File: src/rtl/settle_pkg.sv
package settle_pkg;
   typedef enum logic [1:0] {
      SPD_HIGH = 2'b00,
      SPD_MID  = 2'b01,
      SPD_LOW  = 2'b10,
      SPD_RSVD = 2'b11
   } speed_e;

   typedef enum logic [1:0] {
      PH_RUN    = 2'b00,
      PH_HALT   = 2'b01,
      PH_SETTLE = 2'b10
   } phase_e;
endpackage

File: src/rtl/settle_src_mux.sv
module settle_src_mux (
   input  logic use_raw_sub,
   input  logic low_mode,
   input  logic tick_main16,
   input  logic tick_sub16,
   input  logic tick_sub,
   output logic tick_o
);
   always_comb begin
      if (use_raw_sub)
         tick_o = tick_sub;
      else if (low_mode)
         tick_o = tick_sub16;
      else
         tick_o = tick_main16;
   end
endmodule

File: src/rtl/settle_counter.sv
module settle_counter #(
   parameter int TERM_COUNT = 512,
   parameter bit DOWN_COUNT = 1'b0,
   localparam int CNT_W = (TERM_COUNT > 2) ? $clog2(TERM_COUNT) : 1
) (
   input  logic clk,
   input  logic rst_n,
   input  logic clear,
   input  logic step,
   output logic last_o
);
   logic [CNT_W-1:0] cnt_q;

   if (TERM_COUNT < 2) begin : g_bad_term
      $error("settle_counter: TERM_COUNT must be at least 2");
   end

   if (DOWN_COUNT) begin : g_down
      always_ff @(posedge clk or negedge rst_n) begin
         if (!rst_n)
            cnt_q <= CNT_W'(TERM_COUNT - 1);
         else if (clear)
            cnt_q <= CNT_W'(TERM_COUNT - 1);
         else if (step)
            cnt_q <= cnt_q - 1'b1;
      end
      assign last_o = (cnt_q == '0);
   end else begin : g_up
      always_ff @(posedge clk or negedge rst_n) begin
         if (!rst_n)
            cnt_q <= '0;
         else if (clear)
            cnt_q <= '0;
         else if (step)
            cnt_q <= cnt_q + 1'b1;
      end
      assign last_o = (cnt_q == CNT_W'(TERM_COUNT - 1));
   end
endmodule

File: src/rtl/wake_settle_timer.sv
module wake_settle_timer #(
   parameter int TERM_COUNT = 512,
   parameter bit DOWN_COUNT = 1'b0
) (
   input  logic       clk,
   input  logic       rst_n,
   input  logic       stop_enter,
   input  logic       stop_release,
   input  logic       src_sel,
   input  logic       bypass,
   input  logic [1:0] speed_mode,
   input  logic       tick_main16,
   input  logic       tick_sub16,
   input  logic       tick_sub,
   output logic       clk_ready
);
   import settle_pkg::*;

   if (TERM_COUNT < 2) begin : g_bad_term
      $error("wake_settle_timer: TERM_COUNT must be at least 2");
   end

   phase_e phase_q, phase_d;
   logic   sel_q;
   logic   low_q;
   logic   halted, settling;
   logic   sel_tick;
   logic   cnt_clear, cnt_step, cnt_last;

   assign halted   = (phase_q == PH_HALT);
   assign settling = (phase_q == PH_SETTLE);

   settle_src_mux u_mux (
      .use_raw_sub (sel_q),
      .low_mode    (low_q),
      .tick_main16 (tick_main16),
      .tick_sub16  (tick_sub16),
      .tick_sub    (tick_sub),
      .tick_o      (sel_tick)
   );

   assign cnt_clear = halted && stop_release && !stop_enter;
   assign cnt_step  = settling && sel_tick && !stop_enter;

   settle_counter #(
      .TERM_COUNT (TERM_COUNT),
      .DOWN_COUNT (DOWN_COUNT)
   ) u_cnt (
      .clk    (clk),
      .rst_n  (rst_n),
      .clear  (cnt_clear),
      .step   (cnt_step),
      .last_o (cnt_last)
   );

   always_comb begin
      phase_d = phase_q;
      if (stop_enter) begin
         phase_d = PH_HALT;
      end else begin
         unique case (phase_q)
            PH_HALT:   if (stop_release) phase_d = bypass ? PH_RUN : PH_SETTLE;
            PH_SETTLE: if (cnt_step && cnt_last) phase_d = PH_RUN;
            default:   phase_d = phase_q;
         endcase
      end
   end

   always_ff @(posedge clk or negedge rst_n) begin
      if (!rst_n) begin
         phase_q <= PH_RUN;
         sel_q   <= 1'b0;
         low_q   <= 1'b0;
      end else begin
         phase_q <= phase_d;
         if (stop_enter)
            sel_q <= src_sel;
         if (cnt_clear)
            low_q <= (speed_mode == SPD_LOW);
      end
   end

   assign clk_ready = (phase_q == PH_RUN);
endmodule

File: config.mk
export PLATFORM = sky130hd
export DESIGN_NAME = wake_settle_timer
export DESIGN_NICKNAME = d
export VERILOG_FILES = /design/src/rtl/settle_pkg.sv /design/src/rtl/settle_src_mux.sv /design/src/rtl/settle_counter.sv /design/src/rtl/wake_settle_timer.sv
export SDC_FILE = /design/constraint.sdc
export NUM_CORES = 1
export LEC_CHECK = 0
export BUFFER_PORTS_ARGS = -buffer_cell sky130_fd_sc_hd__buf_2
export CAP_MARGIN = 20
export CORE_AREA = 2 2 39 41
export CTS_BUF_LIST = sky130_fd_sc_hd__clkbuf_8
export CTS_CLUSTER_DIAMETER = 30
export DETAILED_ROUTE_END_ITERATION = 8
export DIE_AREA = 0 0 41 43
export PLACE_DENSITY = 0.76
export SYNTH_ARGS = -nofsm -noshare
export SYNTH_HDL_FRONTEND = slang
export SYNTH_SLANG_ARGS = --single-unit
File: constraint.sdc
create_clock -name clk -period 1.6 [get_ports clk]
set_clock_uncertainty 0.1 [all_clocks]
set_input_delay 0.24 -clock clk [delete_from_list [all_inputs] [get_ports clk]]
set_output_delay 0.24 -clock clk [all_outputs]
set_load 0.02 [all_outputs]
== After elaboration in Yosys (flattened, before gate mapping) ==
Cells that the tools add are included.

* $add $sub $neg: 1
* Equal/unequal tests: 6
* Reduce and logical (&&, ||, !) cells: 10
* Mux-type cells: 9

{| class="wikitable"
|+ Operator list
! kind !! count
|-
| two-way mux 9 bit || 2
|-
| adder 9 x 1 -> 9 bit, second input constant || 1
|-
| equality test 9 bit, second input constant || 1
|-
| two-way mux 2 bit || 4
|-
| logical AND 1 bit || 5
|-
| equality test 2 bit, second input constant || 2
|-
| one-hot mux 2 bit (2 select lines) || 1
|-
| != test 3 x 2 -> 1 bit, second input constant || 1
|-
| != test 3 bit, second input constant || 1
|-
| AND reduction 3 bit || 1
|-
| nonzero test 3 bit || 1
|-
| equality test 2 x 1 -> 1 bit, second input constant || 1
|-
| zero test 2 bit || 1
|-
| two-way mux 1 bit || 2
|-
| nonzero test 2 bit || 1
|-
| zero test 1 bit || 1
|}

* Output and inout bits: 1
* Register bits: 13
* Logic and storage cells: 30
* Input port bits: 11

== Longest topological paths before layout ==
Gate-level depths: netlist of the first run.

* Depth in word-level cells: 8
* Gate-level depth with buffers: 8
* Gate-level depth less buffers: 8

== By module ==
Synthesis of the first run repeated with hierarchy kept, for this count alone.

* Cells, all modules: 62
* Area, all modules: 666.9 sq um

{| class="wikitable"
|+ Modules (own cells, without submodules)
! module !! times used !! seq. area each (sq um) !! cells each !! area an instance (sq um)
|-
| settle_counter || 1 || 225.2 || 43 || 442.9
|-
| wake_settle_timer || 1 || 100.1 || 16 || 205.2
|-
| settle_src_mux || 1 || 0.0 || 3 || 18.8
|}

== Worst setup path after synthesis of the first run ==
Ideal clock, no wire load.

* Kind: register to register
* From: register phase_q[0]
* To: register u_cnt.cnt_q[6]
* Clock period less this slack: 1448 ps
* Arrival: 1271 ps
* Path buffers: 0
* Library setup time: 77 ps
* Stages on the path, launching flop included: 5
* Data required time: 1423 ps
* Path slack: 152 ps
* Cell sequence: dfrtp_1 -> and2b_2 -> o2111ai_4 -> or3_1 -> a21oi_1

* Longest elaborated chain between the ends: 4
* Elaborated cells on any way between the ends: 8
* Classes of those cells: 2 x eq/ne; 1 x mux; 5 x reduce/logical

{| class="wikitable"
|+ Ends and longest elaborated chain
! what !! line !! text
|-
| from (decl) || wake_settle_timer.sv:23 || <nowiki>phase_e phase_q, phase_d;</nowiki>
|-
| from (signal assigned) || wake_settle_timer.sv:75 || <nowiki>phase_q <= phase_d;</nowiki>
|-
| equality test 2 x 1 -> 1 bit / equality test 2 bit (equally long branches) || wake_settle_timer.sv:30, wake_settle_timer.sv:31 ||
|-
| logical AND 1 bit, on equally long branches (2 in series) || wake_settle_timer.sv:42, wake_settle_timer.sv:43 ||
|-
| two-way mux 9 bit / nonzero test 2 bit (equally long branches) || -- ||
|-
| to (signal assigned) || settle_counter.sv:35 || <nowiki>cnt_q <= cnt_q + 1'b1;</nowiki>
|-
| to (decl) || settle_counter.sv:12 || <nowiki>logic [CNT_W-1:0] cnt_q;</nowiki>
|}

Several ways; a longest one is shown, not always the timed one.
A chain may end at the register's enable or synchronous reset.

== Final worst setup path of the first run ==
* From: register phase_q[1]
* To: register u_cnt.cnt_q[0]

Same word-level chain as after synthesis.

==> flow_summary_export.csv, run 1 <==
group,metric,value,unit
clocking,cts_tree,"done",
setup_path,cp-end-kind,"register",
drt,wl_per_cell,13.3,um
floorplan,rows,14,
synth,synth_top_area_share,45.9,%
floorplan,start_util,51.2,%
clocking,clk_latency,0.24,ns
drt,via_per_inst,5.47,
finish,diodes,0,
finish,nFillCells,115,
sta,grt_setup_unrepaired,"yes",
power_and_ir_drop,ir_worst_vdd,0.645,mV
sta,setup_violations,0,
finish,drive_gt1_share,28.9,%
setup_path,required,1.62,ns
floorplan,core,1380,um2
clocking,clock-sinks,13,
setup_path,r2r-start,"phase_q[1]$_DFFE_PN0P_",
drt,vias,580,
sta,fin_crit_sh,94.7,%
setup_path,cp_cell_sequence,"nand2b_1, or3b_1, nand3_1, o21ai_0",
synth,synth-edff-count,0,
sta,worstMarginPinSlew,0.437,ns
global_route,grt_max_degree,14,
hold_path,hold_class,"in2reg",
sta,slew_headroom,70.7,%
sta,max_freq,0.660,GHz
clocking,cts_buffer_depth,2,
floorplan,die_h,43,um
finish,final_area,875,um2
sta,whs,0.117,ns
synth,syn-cell-area,708,um2
setup_path,crit_cells,4,
synth,synthFlopType,"dfrtp_1",
setup_path,r2r_slack,0.08,ns
synth,ys_ff_latch,13,
floorplan,ios,12,
setup_path,crit_slowest_cell,"or3b_1",
synth,synth_top_area_cell,"dfrtp_1",
finish,areaGrowthSynthToFinish,23.5,%
clocking,ctsHtreeMaxLevel,1,
drt,drtAntennaViolNets,0,
setup_path,setup.worst_path.start_class,"register",
synth,yosysWarnings,0,
global_route,antenna_found_initial,0,
floorplan,die_w,41,um
finish,final_cells,106,
global_route,grt_use_total,19.8,%
setup_path,crit_path_end,"u_cnt.cnt_q[0]$_DFFE_PN0P_",
floorplan,die_area,1760,um2
setup_path,worst-path-buf-inv,0,
synth,async_flop_share,100,%
setup_path,crit_type,"reg2reg",
drt,drt-total-wl,1410,um
setup_path,crit_path_max_fanout,5,
synth,postSynthCellCount,71,
drt,drc_errors,0,
global_route,gr-total-overflow,0,
synth,synth.avg_cell_area,9.97,um2
placement,finalWeightedCongestion,0.794,
setup_path,rr_worst_depth,4,
global_route,grt_pass1_wl,2280,um
clocking,cts_buffers,3,
sta,min_period,1.52,ns
power_and_ir_drop,power_density,845,nW/um2
setup_path,cp_top_family,"simple AND/OR/NAND/NOR gates",
placement,numPortBuffers,11,
status,run_status,"complete, no violations",
clocking,clkTransAtPathRegs,0.06,ns
drt,drt-initial-drc-count,8,
drt,drt_first_pass_iters,4,
setup_path,crit_start,"phase_q[1]$_DFFE_PN0P_",
finish,nNetsFinal,104,
setup_path,r2r_end,"u_cnt.cnt_q[0]$_DFFE_PN0P_",
sta,hold_viol,0,
synth,synth_cell_types,28,
placement,place_area,798,um2
clocking,cts_root_buffer,"clkbuf_8",
global_route,grt_pass1_vias,552,
sta,maxSlewViolCount,0,
job,drv_cap,0,
synth,seq_area_frac_synth,45.9,%
synth,synth.area.top_cells,"dfrtp_1 (46%), nand2_1 (8.0%), o2111ai_4 (3.7%)",
setup_path,slowest_delay,0.47,ns
power_and_ir_drop,leakage,0.404,nW
placement,dpl.hpwl,1020,um
placement,dp_cells,100,
synth,synth_nets,84,
setup_path,arrival,1.54,ns
[kinds of logic (layout without fill, tap and decap cells)]
kind of cell / after synthesis / in the layout / synth area share (%)
XOR/XNOR: 1 / 1 / 1.24
AND/OR/NAND/NOR: 35 / 35 / 26.5
buffers and inverters: 1 / 20 / 0.530
adder cells (fa/ha/maj): 2 / 2 / 3.53
flip-flops: 13 / 13 / 45.9
AO/OA/AOI/OAI: 16 / 16 / 17.1
multiplexers: 3 / 3 / 5.12
[cell usage in the layout (no fill, tap or decap)]
| cell | netlist | layout |
|---|---|---|
| nand2_1 | 15 | 15 |
| dfrtp_1 | 13 | 13 |
| buf_2 | 0 | 11 |
| o21ai_0 | 5 | 5 |
| a21oi_1 | 5 | 5 |
| nor2_1 | 5 | 4 |
| or3_1 | 3 | 3 |
| clkbuf_8 | 0 | 3 |
| buf_4 | 0 | 3 |
| inv_1 | 1 | 2 |
| nand2b_1 | 2 | 2 |
| o2111ai_2 | 1 | 2 |
| o21ai_1 | 2 | 2 |
| and3_1 | 1 | 1 |
| and2_4 | 0 | 1 |
| nor2_2 | 0 | 1 |
| mux2_4 | 1 | 1 |
| and2b_2 | 1 | 1 |
| and4b_1 | 1 | 1 |
| nor3b_2 | 1 | 1 |
| o2111ai_4 | 1 | 1 |
| o2111a_1 | 1 | 1 |
| nand4b_1 | 1 | 1 |
| xor2_1 | 1 | 1 |
| or3b_1 | 1 | 1 |
| nor3b_1 | 1 | 1 |
| mux2_1 | 1 | 1 |
| nand3b_1 | 1 | 1 |
| mux2i_1 | 1 | 1 |
| nand3_1 | 1 | 1 |
| ha_2 | 0 | 1 |
| ha_1 | 2 | 1 |
| dlygate4sd3_1 | 0 | 1 |
[area by class of cell]
class	instances	area [um2]	area share [%]
Inverter	1	3.75	0.429
Tap cell	16	20.0	2.29
Sequential cell	13	325	37.2
Multi-Input combinational cell	57	393	44.9
Clock buffer	3	41.3	4.72
Timing Repair Buffer	15	87.6	10.0
Clock inverter	1	3.75	0.429
[cells in the mapped netlist, drive strengths merged, types with 2 or more instances]
library cell  instances
o2111ai               3
a21oi                 5
dfrtp                13
nor2                  5
or3                   3
ha                    2
o21ai                 7
nand2                15
mux2                  2
nor3b                 2
nand2b                2
[through the flow]
stage	setup TNS [ns]	power (W)	util, %	worst slack, ns
after global routing	-0.0514	0.000773	63.2	-0.0514
after global placement	0	0.000447	57.7	0.0226
after detailed placement	0	0.000451	57.7	0.0197
after CTS	0	0.000737	61.7	0.00545
final	0	0.000739	63.2	0.0849
after floorplan	0	0.000410	-	0.152
[layer usage]
metal / global-route usage, % / vias to the layer above / share of wire [%]
li1: - / 291 / -
met1: 24.4 / 276 / 47
met2: 29.7 / 9 / 47
met3: 3.14 / 4 / 2.7
met4: 14.0 / 0 / 2.5
met5: 0 / - / 0
[report_power, final]
group | leakage (nW) | internal, W | switching, W
logic | 0.203 | 0.0000443 | 0.0000546
clock network | 0.0269 | 0.000169 | 0.000117
registers | 0.174 | 0.000343 | 0.0000106
total | 0.404 | 0.000557 | 0.000182
[sequential cells by signal, summed over array words and instances, names as in the netlist]
signal / flops
sel_q: 1
phase_q: 2
low_q: 1
u_cnt.cnt_q: 9
[worst min-delay path by stage]
stage | from | end | cells after the start
4_1_cts | src_sel | sel_q$_DFFE_PN0P_ | 2
5_1_grt | src_sel | sel_q$_DFFE_PN0P_ | 2
6_report | src_sel | sel_q$_DFFE_PN0P_ | 2
3_5_place_dp | rst_n | phase_q[1]$_DFFE_PN0P_ | 1
2_1_floorplan | rst_n | low_q$_DFFE_PN0N_ | 0
3_3_place_gp | rst_n | sel_q$_DFFE_PN0P_ | 1
[what timing repair did]
item / 4_1_cts / 5_1_grt
endpoints found under the hold margin: 13 / 0
setup buffers: 0 / 1
hold buffers: 1 / 0
gates resized for setup: 0 / 4
endpoints found under the setup margin: 0 / 2
No activity file was read; power rests on OpenSTA's default activity.
==> inputs of run 2 (changes only) <==
--- a/config.mk
+++ b/config.mk
@@ -5,14 +5,16 @@
 export SDC_FILE = /design/constraint.sdc
 export NUM_CORES = 1
 export LEC_CHECK = 0
+export ABC_AREA = 1
 export BUFFER_PORTS_ARGS = -buffer_cell sky130_fd_sc_hd__buf_2
 export CAP_MARGIN = 20
-export CORE_AREA = 2 2 39 41
+export CORE_ASPECT_RATIO = 1.1
+export CORE_MARGIN = 1.5
+export CORE_UTILIZATION = 57
 export CTS_BUF_LIST = sky130_fd_sc_hd__clkbuf_8
 export CTS_CLUSTER_DIAMETER = 30
 export DETAILED_ROUTE_END_ITERATION = 8
-export DIE_AREA = 0 0 41 43
-export PLACE_DENSITY = 0.76
+export PLACE_DENSITY = 0.8
 export SYNTH_ARGS = -nofsm -noshare
 export SYNTH_HDL_FRONTEND = slang
 export SYNTH_SLANG_ARGS = --single-unit
==> run 2 against run 1 <==
Clock power up 2%; via count up 35%; worst hold slack worse by 0.022 ns; critical endpoint is now phase_q[1]$_DFFE_PN0P_.
==> flow_summary_export.csv, run 2 <==
group,metric,value,unit
floorplan,die_w,39.2,um
floorplan,core,1350,um2
setup_path,crit_type,"reg2reg",
placement,dpl.hpwl,1220,um
synth,synth_commonest_cells,"nand2_1 (40), dfrtp_1 (13), inv_1 (13), nand3_1 (10), nor2_1 (9)",
sta,hold_viol,0,
clocking,cts_root_buffer,"clkbuf_8",
finish,largest_register_ffs,9,
sta,maxSlewViolCount,0,
finish,areaGrowthSynthToFinish,26.0,%
synth,async_flop_share,100,%
setup_path,arrival,1.62,ns
synth,synth_most_common_cell,"nand2_1",
setup_path,setup.worst_path.start_class,"register",
sta,grt_setup_unrepaired,"yes",
job,drv_cap,0,
power_and_ir_drop,power_density,827,nW/um2
drt,drt-total-wl,1780,um
power_and_ir_drop,ir_worst_vdd,0.768,mV
floorplan,die_h,42.8,um
setup_path,cp_cell_sequence,"ha_2, inv_2, nor2_4, nand3_2, nor2_2, ha_2, nand3_4, nand2_2, nand2_1, nand2_1",
clocking,clkTransAtPathRegs,0.05,ns
synth,synth_cell_types,19,
synth,synth_top_area_share,39.7,%
placement,finalWeightedCongestion,0.806,
clocking,cts_buffers,3,
clocking,clock-sinks,13,
synth,synth_nets,124,
setup_path,r2r_end,"phase_q[1]$_DFFE_PN0P_",
floorplan,ios,12,
sta,min_period,1.53,ns
synth,synth.avg_cell_area,7.38,um2
synth,synth_top_area_cell,"dfrtp_1",
setup_path,cp_top_family,"simple AND/OR/NAND/NOR gates",
status,run_status,"complete, no violations",
setup_path,rr_worst_depth,10,
synth,synth_mux_area_share,0,%
drt,drtAntennaViolNets,0,
drt,drt_first_pass_iters,5,
setup_path,crit_slowest_cell,"dfrtp_1",
global_route,grt_max_degree,14,
setup_path,required,1.69,ns
floorplan,start_util,60.8,%
finish,reg_top3,"u_cnt.cnt_q x9, phase_q x2",
finish,drive_gt1_share,29.5,%
sta,max_freq,0.652,GHz
finish,layout_commonest_cell,"nand2_1",
clocking,ctsHtreeMaxLevel,1,
finish,diodes,0,
global_route,grt_pass1_vias,745,
sta,setup_violations,0,
finish,nNetsFinal,146,
drt,via_per_inst,5.30,
setup_path,slowest_delay,0.36,ns
synth,ys_ff_latch,13,
setup_path,worst-path-buf-inv,1,
sta,fin_crit_sh,95.9,%
floorplan,die_area,1670,um2
synth,synth-edff-count,0,
global_route,grt_pass1_wl,2880,um
finish,final_area,1030,um2
finish,regMostFlops,"u_cnt.cnt_q",
floorplan,rows,14,
synth,synth-simple-area-share,44.6,%
synth,postSynthCellCount,111,
global_route,gr-total-overflow,0,
power_and_ir_drop,leakage,0.537,nW
synth,synth-xor-area-share,1.07,%
sta,worstMarginPinSlew,0.301,ns
placement,numPortBuffers,11,
synth,synth.area.top_cells,"dfrtp_1 (40%), nand2_1 (18%), nand3_1 (6.1%)",
synth,synth-compound-area-share,4.27,%
setup_path,crit_path_max_fanout,3,
drt,wl_per_cell,12.0,um
drt,drc_errors,0,
finish,fin_util,76.5,%
drt,drt-initial-drc-count,6,
synth,seq_area_frac_synth,39.7,%
finish,final_cell_mix,"nand2_1 (39), inv_1 (13), dfrtp_1 (13), buf_2 (11), nor2_1 (7)",
drt,vias,785,
synth,yosysWarnings,0,
placement,place_area,910,um2
clocking,cts_buffer_depth,2,
synth,synth_fa_ha_area_share,3.05,%
global_route,antenna_found_initial,0,
hold_path,hold-path-endpoint,"sel_q$_DFFE_PN0P_",
setup_path,r2r-start,"u_cnt.cnt_q[1]$_DFFE_PN0P_",
synth,syn-cell-area,820,um2
synth,synthFlopType,"dfrtp_1",
sta,slew_headroom,79.8,%
synth,synth_top_family_by_area,"simple AND/OR/NAND/NOR gates",
hold_path,hold_path_depth,3,
hold_path,hold_class,"in2reg",
setup_path,cp-end-kind,"register",
hold_path,min_from,"src_sel",
clocking,clk_latency,0.25,ns
sta,final.setup.tns,0,ns
global_route,grt_use_total,25.7,%
setup_path,r2r_slack,0.07,ns
clocking,cts_tree,"done",
run 2: cell count changes after synthesis, sizes merged, moves of 4 or more:
cell	delta
nand3	+11
inv	+15
nand4	+5
a21oi	-4
nor2	+9
o21ai	-4
nand2	+25
run 2: repair_timing:
item,in CTS,in global routing
hold endpoints to repair,13,0
hold buffers,1,0
buffers inserted,1,2
pin swaps,0,5
resized for setup,0,12
setup endpoints to repair,1,2
run 2: routing by layer:
metal | wire length, um | GRT usage [%] | vias up | share of wire [%]
li1 | - | - | 394 | -
met1 | 726 | 28.7 | 369 | 41
met2 | 950 | 41.7 | 18 | 53
met3 | 55 | 4.71 | 4 | 3.1
met4 | 48 | 18.6 | 0 | 2.7
met5 | 0 | 0 | - | 0
run 2: kinds of logic after synthesis:
| group | count (synthesis) |
|---|---|
| adder cells (fa/ha/maj) | 2 |
| XOR/XNOR | 1 |
| AO/OA/AOI/OAI | 6 |
| AND/OR/NAND/NOR | 73 |
| flip-flops | 13 |
| buffers and inverters | 16 |
run 2: worst register-to-register path, cell delays in order, from the launching register on:
cell     delay, ns
dfrtp_1       0.36
ha_2          0.19
inv_2         0.05
nor2_4        0.09
nand3_2       0.09
nor2_2        0.12
ha_2          0.20
nand3_4       0.09
nand2_2       0.09
nand2_1       0.04
nand2_1       0.06
run 2: how the worst max path moves through the flow:
stage / start / slack, ns / to / cells past startpoint
global route: u_cnt.cnt_q[1]$_DFFE_PN0P_ / -0.02 / phase_q[1]$_DFFE_PN0P_ / 10
detailed placement: u_cnt.cnt_q[1]$_DFFE_PN0P_ / 0.006 / phase_q[0]$_DFFE_PN0P_ / 9
floorplan: u_cnt.cnt_q[0]$_DFFE_PN0P_ / 0.09 / phase_q[1]$_DFFE_PN0P_ / 9
global placement: u_cnt.cnt_q[1]$_DFFE_PN0P_ / 0.10 / phase_q[1]$_DFFE_PN0P_ / 9
finish: u_cnt.cnt_q[1]$_DFFE_PN0P_ / 0.07 / phase_q[1]$_DFFE_PN0P_ / 10
CTS: u_cnt.cnt_q[0]$_DFFE_PN0P_ / 0.04 / phase_q[0]$_DFFE_PN0P_ / 9
run 2: metrics by stage:
stage | cells | worst slack (ns) | hold WS (ns) | power [W]
after floorplan | 111 | 0.0918 | -0.156 | 0.000480
after global placement | 140 | 0.104 | 0.0384 | 0.000537
after detailed placement | 140 | 0.00614 | 0.0428 | 0.000543
after CTS | 146 | 0.0385 | 0.0970 | 0.000842
after global routing | 148 | -0.0238 | 0.176 | 0.000893
final | 148 | 0.0658 | 0.0949 | 0.000854
run 2: final cells by class:
class                   instances  area, um2
clock buffers                   3       41.3
clock inverters                 1       3.75
fillers                        95        317
multi-input cells              82        479
well taps                      16       20.0
flip-flops and latches         13        325
inverters                      16       60.1
repair buffers                 17        103
run 2: power by group:
| group | internal, W | switching (W) |
|---|---|---|
| combinational | 0.0000764 | 0.000105 |
| sequential | 0.000357 | 0.0000232 |
| clock | 0.000170 | 0.000122 |
==> inputs of run 3 (changes only) <==
--- a/config.mk
+++ b/config.mk
@@ -10,11 +10,13 @@
 export CAP_MARGIN = 20
 export CORE_ASPECT_RATIO = 1.1
 export CORE_MARGIN = 1.5
-export CORE_UTILIZATION = 57
-export CTS_BUF_LIST = sky130_fd_sc_hd__clkbuf_8
+export CORE_UTILIZATION = 54
+export CTS_BUF_LIST = sky130_fd_sc_hd__clkbuf_16
 export CTS_CLUSTER_DIAMETER = 30
 export DETAILED_ROUTE_END_ITERATION = 8
-export PLACE_DENSITY = 0.8
+export PLACE_DENSITY = 0.76
+export SKIP_CTS_REPAIR_TIMING = 1
+export SKIP_LAST_GASP = 1
 export SYNTH_ARGS = -nofsm -noshare
 export SYNTH_HDL_FRONTEND = slang
 export SYNTH_SLANG_ARGS = --single-unit
==> run 3 against run 2 <==
Sequential share of layout area down 1.1 points; critical path depth is 1 lower; first-iteration DRC count rose to 2.5 times the previous value; non-clock buffer count down 1; critical endpoint unchanged; critical path type unchanged; total power rose by 20%; sequential cell count stayed put; count of clock-buffer cells in the layout unchanged.
==> flow_summary_export.csv, run 3 (same netlist as run 2, synthesis figures left out) <==
group,metric,value,unit
global_route,gr-total-overflow,0,
floorplan,core,1400,um2
setup_path,crit_path_max_fanout,5,
clocking,cts_buffer_depth,2,
clocking,cts_root_buffer,"clkbuf_16",
floorplan,die_h,43.9,um
floorplan,rows,14,
placement,dp_cells,139,
floorplan,die_area,1760,um2
power_and_ir_drop,leakage,0.546,nW
global_route,grt_max_degree,14,
clocking,clock-sinks,13,
clocking,cts_buffers,3,
global_route,grt_use_total,24.8,%
clocking,clkTransAtPathRegs,0.04,ns
hold_path,hold_class,"in2reg",
power_and_ir_drop,p_int,0.000756,W
finish,final_cell_mix,"nand2_1 (40), inv_1 (13), dfrtp_1 (13), buf_2 (11), nor2_1 (7)",
sta,grt_setup_unrepaired,"yes",
global_route,grt_pass1_wl,2930,um
drt,drc_errors,0,
clocking,cts_tree,"done",
setup_path,arrival,1.62,ns
power_and_ir_drop,power.share.combinational,16.0,%
global_route,antenna_found_initial,0,
finish,fin_util,76.4,%
power_and_ir_drop,seqPwrFrac,38.5,%
finish,largest_register_ffs,9,
setup_path,cp_cell_sequence,"ha_2, inv_2, nor2_4, nand3_2, nor2_4, ha_4, nand3_4, nand3_2, nand2_1",
drt,drt_first_pass_iters,4,
sta,slew_headroom,78.9,%
sta,worstMarginPinSlew,0.316,ns
finish,final_cells,147,
drt,vias,781,
placement,numPortBuffers,11,
setup_path,required,1.63,ns
power_and_ir_drop,pwr-share-clk,45.6,%
finish,reg_top3,"u_cnt.cnt_q x9, phase_q x2",
global_route,grt_pass1_vias,732,
finish,drive_gt1_share,28.2,%
drt,drtAntennaViolNets,0,
sta,fin_crit_sh,99.6,%
sta,maxSlewViolCount,0,
setup_path,cp-end-kind,"register",
power_and_ir_drop,p_sw,0.000266,W
finish,layout_commonest_cell,"nand2_1",
placement,dpl.hpwl,1240,um
drt,via_per_inst,5.31,
sta,hold_viol,0,
finish,nNetsFinal,145,
floorplan,die_w,40.1,um
setup_path,slowest_delay,0.41,ns
sta,max_freq,0.628,GHz
finish,areaGrowthSynthToFinish,30.7,%
placement,finalWeightedCongestion,0.833,
drt,drt-total-wl,1890,um
power_and_ir_drop,power_density,954,nW/um2
setup_path,setup.worst_path.start_class,"register",
job,drv_cap,0,
setup_path,crit_type,"reg2reg",
finish,regMostFlops,"u_cnt.cnt_q",
clocking,ctsHtreeMaxLevel,1,
status,run_status,"complete, no violations",
sta,min_period,1.59,ns
clocking,clk_latency,0.24,ns
drt,wl_per_cell,12.8,um
sta,setup_violations,0,
setup_path,crit_slowest_cell,"dfrtp_1",
finish,diodes,0,
floorplan,ios,12,
power_and_ir_drop,p_sw_share,26.0,%
power_and_ir_drop,ir_worst_vdd,0.870,mV
drt,drt-initial-drc-count,15,
floorplan,start_util,58.5,%
-- run 3: changes by cell type in the layout (fill, tap and decap cells not counted), sizes merged --
cell  change
buf       -1
-- run 3: area by class of cell --
cell class	count	area [um2]
timing repair buffer	16	95.1
fill	105	330
inverter	16	60.1
clock inverter	1	3.75
sequential	13	325
tap	16	20.0
multi-input combinational	82	492
clock buffer	3	75.1
-- run 3: worst paths after layout --
path | from | end | slack, ns | cells after the start
max in group asynchronous | rst_n | u_cnt.cnt_q[0]$_DFFE_PN0P_ | 0.84 | 2
min in group asynchronous | rst_n | u_cnt.cnt_q[3]$_DFFE_PN0P_ | 0.33 | 2
hold / removal | src_sel | sel_q$_DFFE_PN0P_ | 0.12 | 3
hold reg to reg | u_cnt.cnt_q[7]$_DFFE_PN0P_ | u_cnt.cnt_q[7]$_DFFE_PN0P_ | 0.42 | 2
setup / recovery | u_cnt.cnt_q[0]$_DFFE_PN0P_ | phase_q[1]$_DFFE_PN0P_ | 0.007 | 9
setup reg to reg | u_cnt.cnt_q[0]$_DFFE_PN0P_ | phase_q[1]$_DFFE_PN0P_ | 0.007 | 9
-- run 3: power by group through the flow --
stage	combinational (W)	clock (W)	sequential (W)
3_5_place_dp	0.000134	0	0.000394
2_1_floorplan	0.0000926	0	0.000387
3_3_place_gp	0.000131	0	0.000391
6_report	0.000163	0.000466	0.000393
4_1_cts	0.000135	0.000467	0.000389
5_1_grt	0.000186	0.000484	0.000396
-- run 3: critical path, delay by kind of cell (launching register included) --
| family | cells | cell delay (ns) |
|---|---|---|
| adder cells (fa/ha/maj) | 2 | 0.36 |
| buffers and inverters | 1 | 0.05 |
| flip-flops | 1 | 0.41 |
| AND/OR/NAND/NOR | 6 | 0.57 |
-- run 3: metrics by stage --
step	hold WS [ns]	TNS, ns	area (um2)	total power, W	setup slack [ns]
floorplan	-0.156	0	820	0.000480	0.0918
global placement	0.0412	0	902	0.000521	0.0834
detailed placement	0.0448	-0.000171	902	0.000528	-0.000171
CTS	-0.208	-0.0709	981	0.000991	-0.0399
global route	0.150	-0.252	1070	0.00107	-0.105
finish	0.120	0	1070	0.00102	0.00673
-- run 3: metal layers --
metal  GRT usage [%]  share of wire (%)
met2            42.6                 52
met4            11.0                1.8
met1            27.4                 43
met3            6.15                2.8
met5               0                  0
